## config.mk

```make
export PLATFORM = sky130hd
export DESIGN_NAME = irq_router_ctl
export DESIGN_NICKNAME = d
export VERILOG_FILES = /design/src/rtl/irq_router_pkg.sv /design/src/rtl/irq_level_sync.sv /design/src/rtl/irq_ctl_regs.sv /design/src/rtl/irq_route_logic.sv /design/src/rtl/irq_router_ctl.sv
export SDC_FILE = /design/constraint.sdc
export NUM_CORES = 1
export LEC_CHECK = 0
export BUFFER_PORTS_ARGS = -buffer_cell sky130_fd_sc_hd__buf_2
export CORE_AREA = 2 2 145 90
export CTS_CLUSTER_SIZE = 30
export DETAILED_ROUTE_END_ITERATION = 7
export DIE_AREA = 0 0 147 92
export GPL_ROUTABILITY_DRIVEN = 0
export PLACE_DENSITY_LB_ADDON = 0.2
export REMOVE_ABC_BUFFERS = 1
export SYNTH_ARGS = -nofsm -noshare
export SYNTH_HDL_FRONTEND = slang
export SYNTH_HIERARCHICAL = 1
export SYNTH_SLANG_ARGS = --single-unit
```

## constraint.sdc

```tcl
create_clock -name clk -period 2.3 [get_ports clk]
set_input_delay 0.23 -clock clk [delete_from_list [all_inputs] [get_ports clk]]
set_output_delay 0.23 -clock clk [all_outputs]
set_load 0.01 [all_outputs]
```

## src/rtl/irq_router_pkg.sv

```systemverilog
package irq_router_pkg;
  localparam int unsigned SRC_W      = 32;
  localparam int unsigned GATE_BIT   = SRC_W - 1;
  localparam int unsigned NUM_LINES  = 2;

  // Register offsets (byte addresses)
  localparam int unsigned OFS_STAT_L0 = 'h00;
  localparam int unsigned OFS_STAT_L1 = 'h04;
  localparam int unsigned OFS_ROUTE   = 'h20;
  localparam int unsigned OFS_RAW     = 'h30;
  localparam int unsigned OFS_EN_SET  = 'h34;
  localparam int unsigned OFS_EN_CLR  = 'h38;

  typedef logic [SRC_W-1:0] src_vec_t;

  // Status word of one line: live, enabled sources whose routing bit selects it
  function automatic src_vec_t line_status(src_vec_t raw, src_vec_t en,
                                           src_vec_t route, logic line);
    return raw & en & (line ? route : ~route);
  endfunction

  // Line output: any status bit, qualified by the master gate bit
  function automatic logic line_out(src_vec_t status, src_vec_t en);
    return (|status) & en[GATE_BIT];
  endfunction

  function automatic src_vec_t apply_set(src_vec_t en, src_vec_t mask);
    return en | mask;
  endfunction

  function automatic src_vec_t apply_clr(src_vec_t en, src_vec_t mask);
    return en & ~mask;
  endfunction
endpackage

```

## src/rtl/irq_level_sync.sv

```systemverilog
module irq_level_sync #(
  parameter int unsigned WIDTH  = 32,
  parameter int unsigned STAGES = 2
) (
  input  logic             clk,
  input  logic             rst_n,
  input  logic [WIDTH-1:0] d_async,
  output logic [WIDTH-1:0] q_sync
);
  generate
    if (STAGES <= 1) begin : g_single
      logic [WIDTH-1:0] ff_q;
      always_ff @(posedge clk) begin
        if (!rst_n) ff_q <= '0;
        else        ff_q <= d_async;
      end
      assign q_sync = ff_q;
    end else begin : g_chain
      logic [STAGES-1:0][WIDTH-1:0] pipe_q;
      always_ff @(posedge clk) begin
        if (!rst_n) pipe_q <= '0;
        else        pipe_q <= {pipe_q[STAGES-2:0], d_async};
      end
      assign q_sync = pipe_q[STAGES-1];
    end
  endgenerate
endmodule

```

## src/rtl/irq_ctl_regs.sv

```systemverilog
module irq_ctl_regs
  import irq_router_pkg::*;
(
  input  logic     clk,
  input  logic     rst_n,
  input  logic     set_hit,
  input  logic     clr_hit,
  input  logic     route_hit,
  input  src_vec_t wdata,
  output src_vec_t en_q,
  output src_vec_t route_q
);
  always_ff @(posedge clk) begin
    if (!rst_n) begin
      en_q    <= '0;
      route_q <= '0;
    end else begin
      if (set_hit)   en_q    <= apply_set(en_q, wdata);
      else if (clr_hit) en_q <= apply_clr(en_q, wdata);
      if (route_hit) route_q <= wdata;
    end
  end
endmodule

```

## src/rtl/irq_route_logic.sv

```systemverilog
module irq_route_logic
  import irq_router_pkg::*;
(
  input  src_vec_t             raw,
  input  src_vec_t             en,
  input  src_vec_t             route,
  output src_vec_t             stat_l0,
  output src_vec_t             stat_l1,
  output logic [NUM_LINES-1:0] line_irq
);
  assign stat_l0 = line_status(raw, en, route, 1'b0);
  assign stat_l1 = line_status(raw, en, route, 1'b1);
  assign line_irq[0] = line_out(stat_l0, en);
  assign line_irq[1] = line_out(stat_l1, en);
endmodule

```

## src/rtl/irq_router_ctl.sv

```systemverilog
module irq_router_ctl
  import irq_router_pkg::*;
#(
  parameter int unsigned ADDR_W      = 8,
  parameter int unsigned SYNC_STAGES = 2
) (
  input  logic              clk,
  input  logic              rst_n,
  input  logic              bus_valid,
  input  logic              bus_write,
  input  logic [ADDR_W-1:0] bus_addr,
  input  logic [SRC_W-1:0]  bus_wdata,
  output logic [SRC_W-1:0]  bus_rdata,
  input  logic [SRC_W-1:0]  src_level,
  output logic [NUM_LINES-1:0] cpu_irq
);
  localparam logic [ADDR_W-1:0] A_STAT_L0 = ADDR_W'(OFS_STAT_L0);
  localparam logic [ADDR_W-1:0] A_STAT_L1 = ADDR_W'(OFS_STAT_L1);
  localparam logic [ADDR_W-1:0] A_ROUTE   = ADDR_W'(OFS_ROUTE);
  localparam logic [ADDR_W-1:0] A_RAW     = ADDR_W'(OFS_RAW);
  localparam logic [ADDR_W-1:0] A_EN_SET  = ADDR_W'(OFS_EN_SET);
  localparam logic [ADDR_W-1:0] A_EN_CLR  = ADDR_W'(OFS_EN_CLR);

  // Named internal events for the checker
  logic     wr_strobe, rd_strobe;
  logic     set_hit, clr_hit, route_hit;
  src_vec_t raw_q, en_q, type_q;
  src_vec_t stat_l0, stat_l1;

  assign wr_strobe = bus_valid &  bus_write;
  assign rd_strobe = bus_valid & ~bus_write;
  assign set_hit   = wr_strobe & (bus_addr == A_EN_SET);
  assign clr_hit   = wr_strobe & (bus_addr == A_EN_CLR);
  assign route_hit = wr_strobe & (bus_addr == A_ROUTE);

  irq_level_sync #(.WIDTH(SRC_W), .STAGES(SYNC_STAGES)) u_sync (
    .clk     (clk),
    .rst_n   (rst_n),
    .d_async (src_level),
    .q_sync  (raw_q)
  );

  irq_ctl_regs u_regs (
    .clk       (clk),
    .rst_n     (rst_n),
    .set_hit   (set_hit),
    .clr_hit   (clr_hit),
    .route_hit (route_hit),
    .wdata     (bus_wdata),
    .en_q      (en_q),
    .route_q   (type_q)
  );

  irq_route_logic u_route (
    .raw      (raw_q),
    .en       (en_q),
    .route    (type_q),
    .stat_l0  (stat_l0),
    .stat_l1  (stat_l1),
    .line_irq (cpu_irq)
  );

  always_comb begin
    bus_rdata = '0;
    if (rd_strobe) begin
      case (bus_addr)
        A_STAT_L0: bus_rdata = stat_l0;
        A_STAT_L1: bus_rdata = stat_l1;
        A_ROUTE:   bus_rdata = type_q;
        A_RAW:     bus_rdata = raw_q;
        A_EN_SET:  bus_rdata = en_q;
        default:   bus_rdata = '0;
      endcase
    end
  end
endmodule

```

==> results.toml <==
[detailed_routing]
wl_mm = 18.6
wl_per_cell_um = 18.9
drtIter0Drc = 526
drt_first_pass_iters = 5
drc = 0
viasPerCell = 6.04
vias = 5951
postRouteAntennaNets = 0

[sta]
finalSetupViolCount = 0
fin_crit_ps = 2260
worst_slack_ps = 42.1
slew_headroom_pct = 48.0
finClkSkew_ps = 5.61
hold_viol = 0
max_freq_mhz = 443
drv_slew = 0
period_share_pct = 98.2
worst_pin_slew_ps = 780
rsz0062_at_grt = "no"

[global_routing]
grt_use_total_pct = 27.9
grt.overflow.total = 0
grt_pass1_wl_mm = 29.6
grt_pass1_vias = 5617
antenna_found_initial = 1
grt_start_max_net_pins = 94

[setup_path]
arrival_ps = 2030
reg2reg_from = "u_regs/route_q[24]"
rr_worst_depth = 2
worstReg2RegEnd = "u_regs/route_q[24]"
worst-path-max-fanout = 4
crit_required_ps = 2070
startpoint_type = "register"
reg2reg_slack_ps = 1580
critical_path_class = "reg -> out"
endpoint_kind = "output pin"

[floorplanning]
die_h_um = 92
start_util_pct = 54.8
coreArea_um2 = 12400
die_w_um = 147
row_count = 32
die-area_um2 = 13500
ios = 110

[synthesis]
synthDistinctLibCells = 41
syn_avg_cell_area_um2 = 9.20
syn_inst = 739
synthesis.area_um2 = 6800
ys_seq_area_share_pct = 37.7
yosys_warnings = 6
ys_seq_elements = 128

[power_and_ir_drop]
max-vdd-ir-drop_mv = 0.516
power.leakage_uw = 0.00328
powerDensity_nw_per_um2 = 680

[status]
status = "completed"

[clock_tree]
cts_setup_buffers = 0
clock_path_buffers = 2
ctsHoldBuffers = 0
cts_buffers = 17
cts_sinks = 128
clk_latency_ps = 410
htree_levels = 4
clk_pin_slew_ps = 60
cts_tree = "built"
cts.root.buffer_cell = "clkbuf_16"

[finish]
drive_above_1_share_pct = 37.7
area_growth_pct = 15.7
layout.nets = 877
final_util_pct = 63.4

[flow_run]
cap_violations = 0

[min_path]
worstHoldStart = "src_level[26]"
whs_path_depth = 2
hp-class = "in -> reg"
min_to = "u_sync/g_chain.pipe_q[26]"

[place]
place_ws_ps = 298
hpwlAfterDp_mm = 12.2
portBuffers = 109
==> layout by cell type (no fill, tap or decap), types with 6 or more instances in the layout <==
cell type | netlist | layout
nand2_1 | 54 | 54
and2_2 | 64 | 64
a31oi_1 | 17 | 17
nor2b_1 | 32 | 32
a221oi_1 | 15 | 15
and3_4 | 12 | 12
and3_1 | 52 | 52
nor4_2 | 5 | 7
buf_4 | 42 | 18
nand3b_1 | 15 | 15
mux2i_1 | 49 | 49
nand3_1 | 34 | 34
nor2_1 | 22 | 21
nor4_1 | 8 | 6
o32a_2 | 15 | 15
a211oi_1 | 15 | 15
a22oi_1 | 15 | 15
a31o_2 | 30 | 30
mux2_2 | 15 | 15
dfxtp_1 | 128 | 128
inv_1 | 30 | 30
buf_2 | 15 | 108
clkbuf_16 | 0 | 17
==> how the worst max path moves through the flow <==
| stage | slack, ps | depth (start not counted) | end | from |
|---|---|---|---|---|
| global route | 10 | 5 | cpu_irq[0] | u_regs/route_q[15] |
| global placement | 350 | 6 | bus_rdata[30] | bus_addr[4] |
| floorplan | -1590 | 4 | register | bus_addr[6] |
| CTS | 60 | 5 | cpu_irq[0] | u_regs/route_q[15] |
| detailed placement | 300 | 6 | bus_rdata[30] | bus_addr[4] |
| finish | 40 | 5 | cpu_irq[0] | u_regs/route_q[15] |
==> cells by family (layout without fill, tap and decap cells) <==
group	Yosys count	count (layout)	synth area share (%)
mux	64	64	9.69
compound gates	121	121	14.8
buf+inv	117	192	9.55
simple gates	309	309	28.3
flops	128	128	37.7
other cells	0	2	0
==> cell type report <==
type | count | area [um2]
fillers | 1085 | 4540
multi-input cells | 494 | 3620
flip-flops and latches | 128 | 2560
repair buffers | 130 | 756
clock buffers | 22 | 464
well taps | 170 | 213
clock inverters | 10 | 135
inverters | 30 | 113
diodes | 2 | 5.00
==> synth_stat cells (all sizes together) <==
cell | instances | share of area, %
a211oi | 15 | 1.7
a221oi | 15 | 1.9
a22oi | 15 | 1.7
a31o | 32 | 4.1
a31oi | 17 | 1.6
a41oi | 1 | 0.13
and2 | 64 | 7.1
and3 | 64 | 6.8
and4bb | 1 | 0.18
buf | 60 | 6.3
clkbuf | 27 | 1.6
dfxtp | 128 | 38
inv | 30 | 1.7
mux2 | 15 | 2.5
mux2i | 49 | 7.2
nand2 | 54 | 3.0
nand3 | 34 | 2.5
nand3b | 15 | 1.7
nand4 | 3 | 0.28
nand4bb | 1 | 0.17
nor2 | 22 | 1.2
nor2b | 32 | 2.9
nor3 | 1 | 0.074
nor3b | 1 | 0.11
nor4 | 14 | 2.0
nor4b | 1 | 0.13
o2111ai | 4 | 0.52
o21a | 1 | 0.11
o22ai | 4 | 0.37
o32a | 17 | 2.8
or2b | 1 | 0.11
or4 | 1 | 0.11
==> per-stage QoR <==
stage / hold slack [ps] / power (uW) / setup TNS [ps] / instance area (um2) / instances
floorplan: 358 / 2430 / -95570 / 6260 / 652
global placement: 429 / 2620 / 0 / 7250 / 952
detailed placement: 432 / 2640 / 0 / 7250 / 952
CTS: 21.5 / 5370 / 0 / 7850 / 984
global route: 24.2 / 5500 / 0 / 7860 / 984
finish: 33.2 / 5350 / 0 / 7870 / 986
==> repair_timing <==
item	4_1_cts	5_1_grt
hold endpoints to repair	0	0
gates resized for setup	0	2
endpoints found under the setup margin	0	2
==> critical path: stages, from the launching register on <==
cell	delay, ps
dfxtp_1	390
nand3b_1	170
o2111ai_1	130
nor4_1	500
a41oi_1	230
buf_2	200
==> power breakdown <==
part           switching [uW]  internal [uW]
Sequential               25.3           2270
Clock                     997           1760
Combinational             165            134
Total                    1190           4160
==> metal layers <==
layer	track usage [%]	part of all wire [%]	vias up
li1	-	-	2763
met1	38.9	45	2872
met2	42.7	44	279
met3	5.72	8.5	37
met4	10.3	1.8	0
met5	0	0	-
Power figures use the tool's default switching activity.
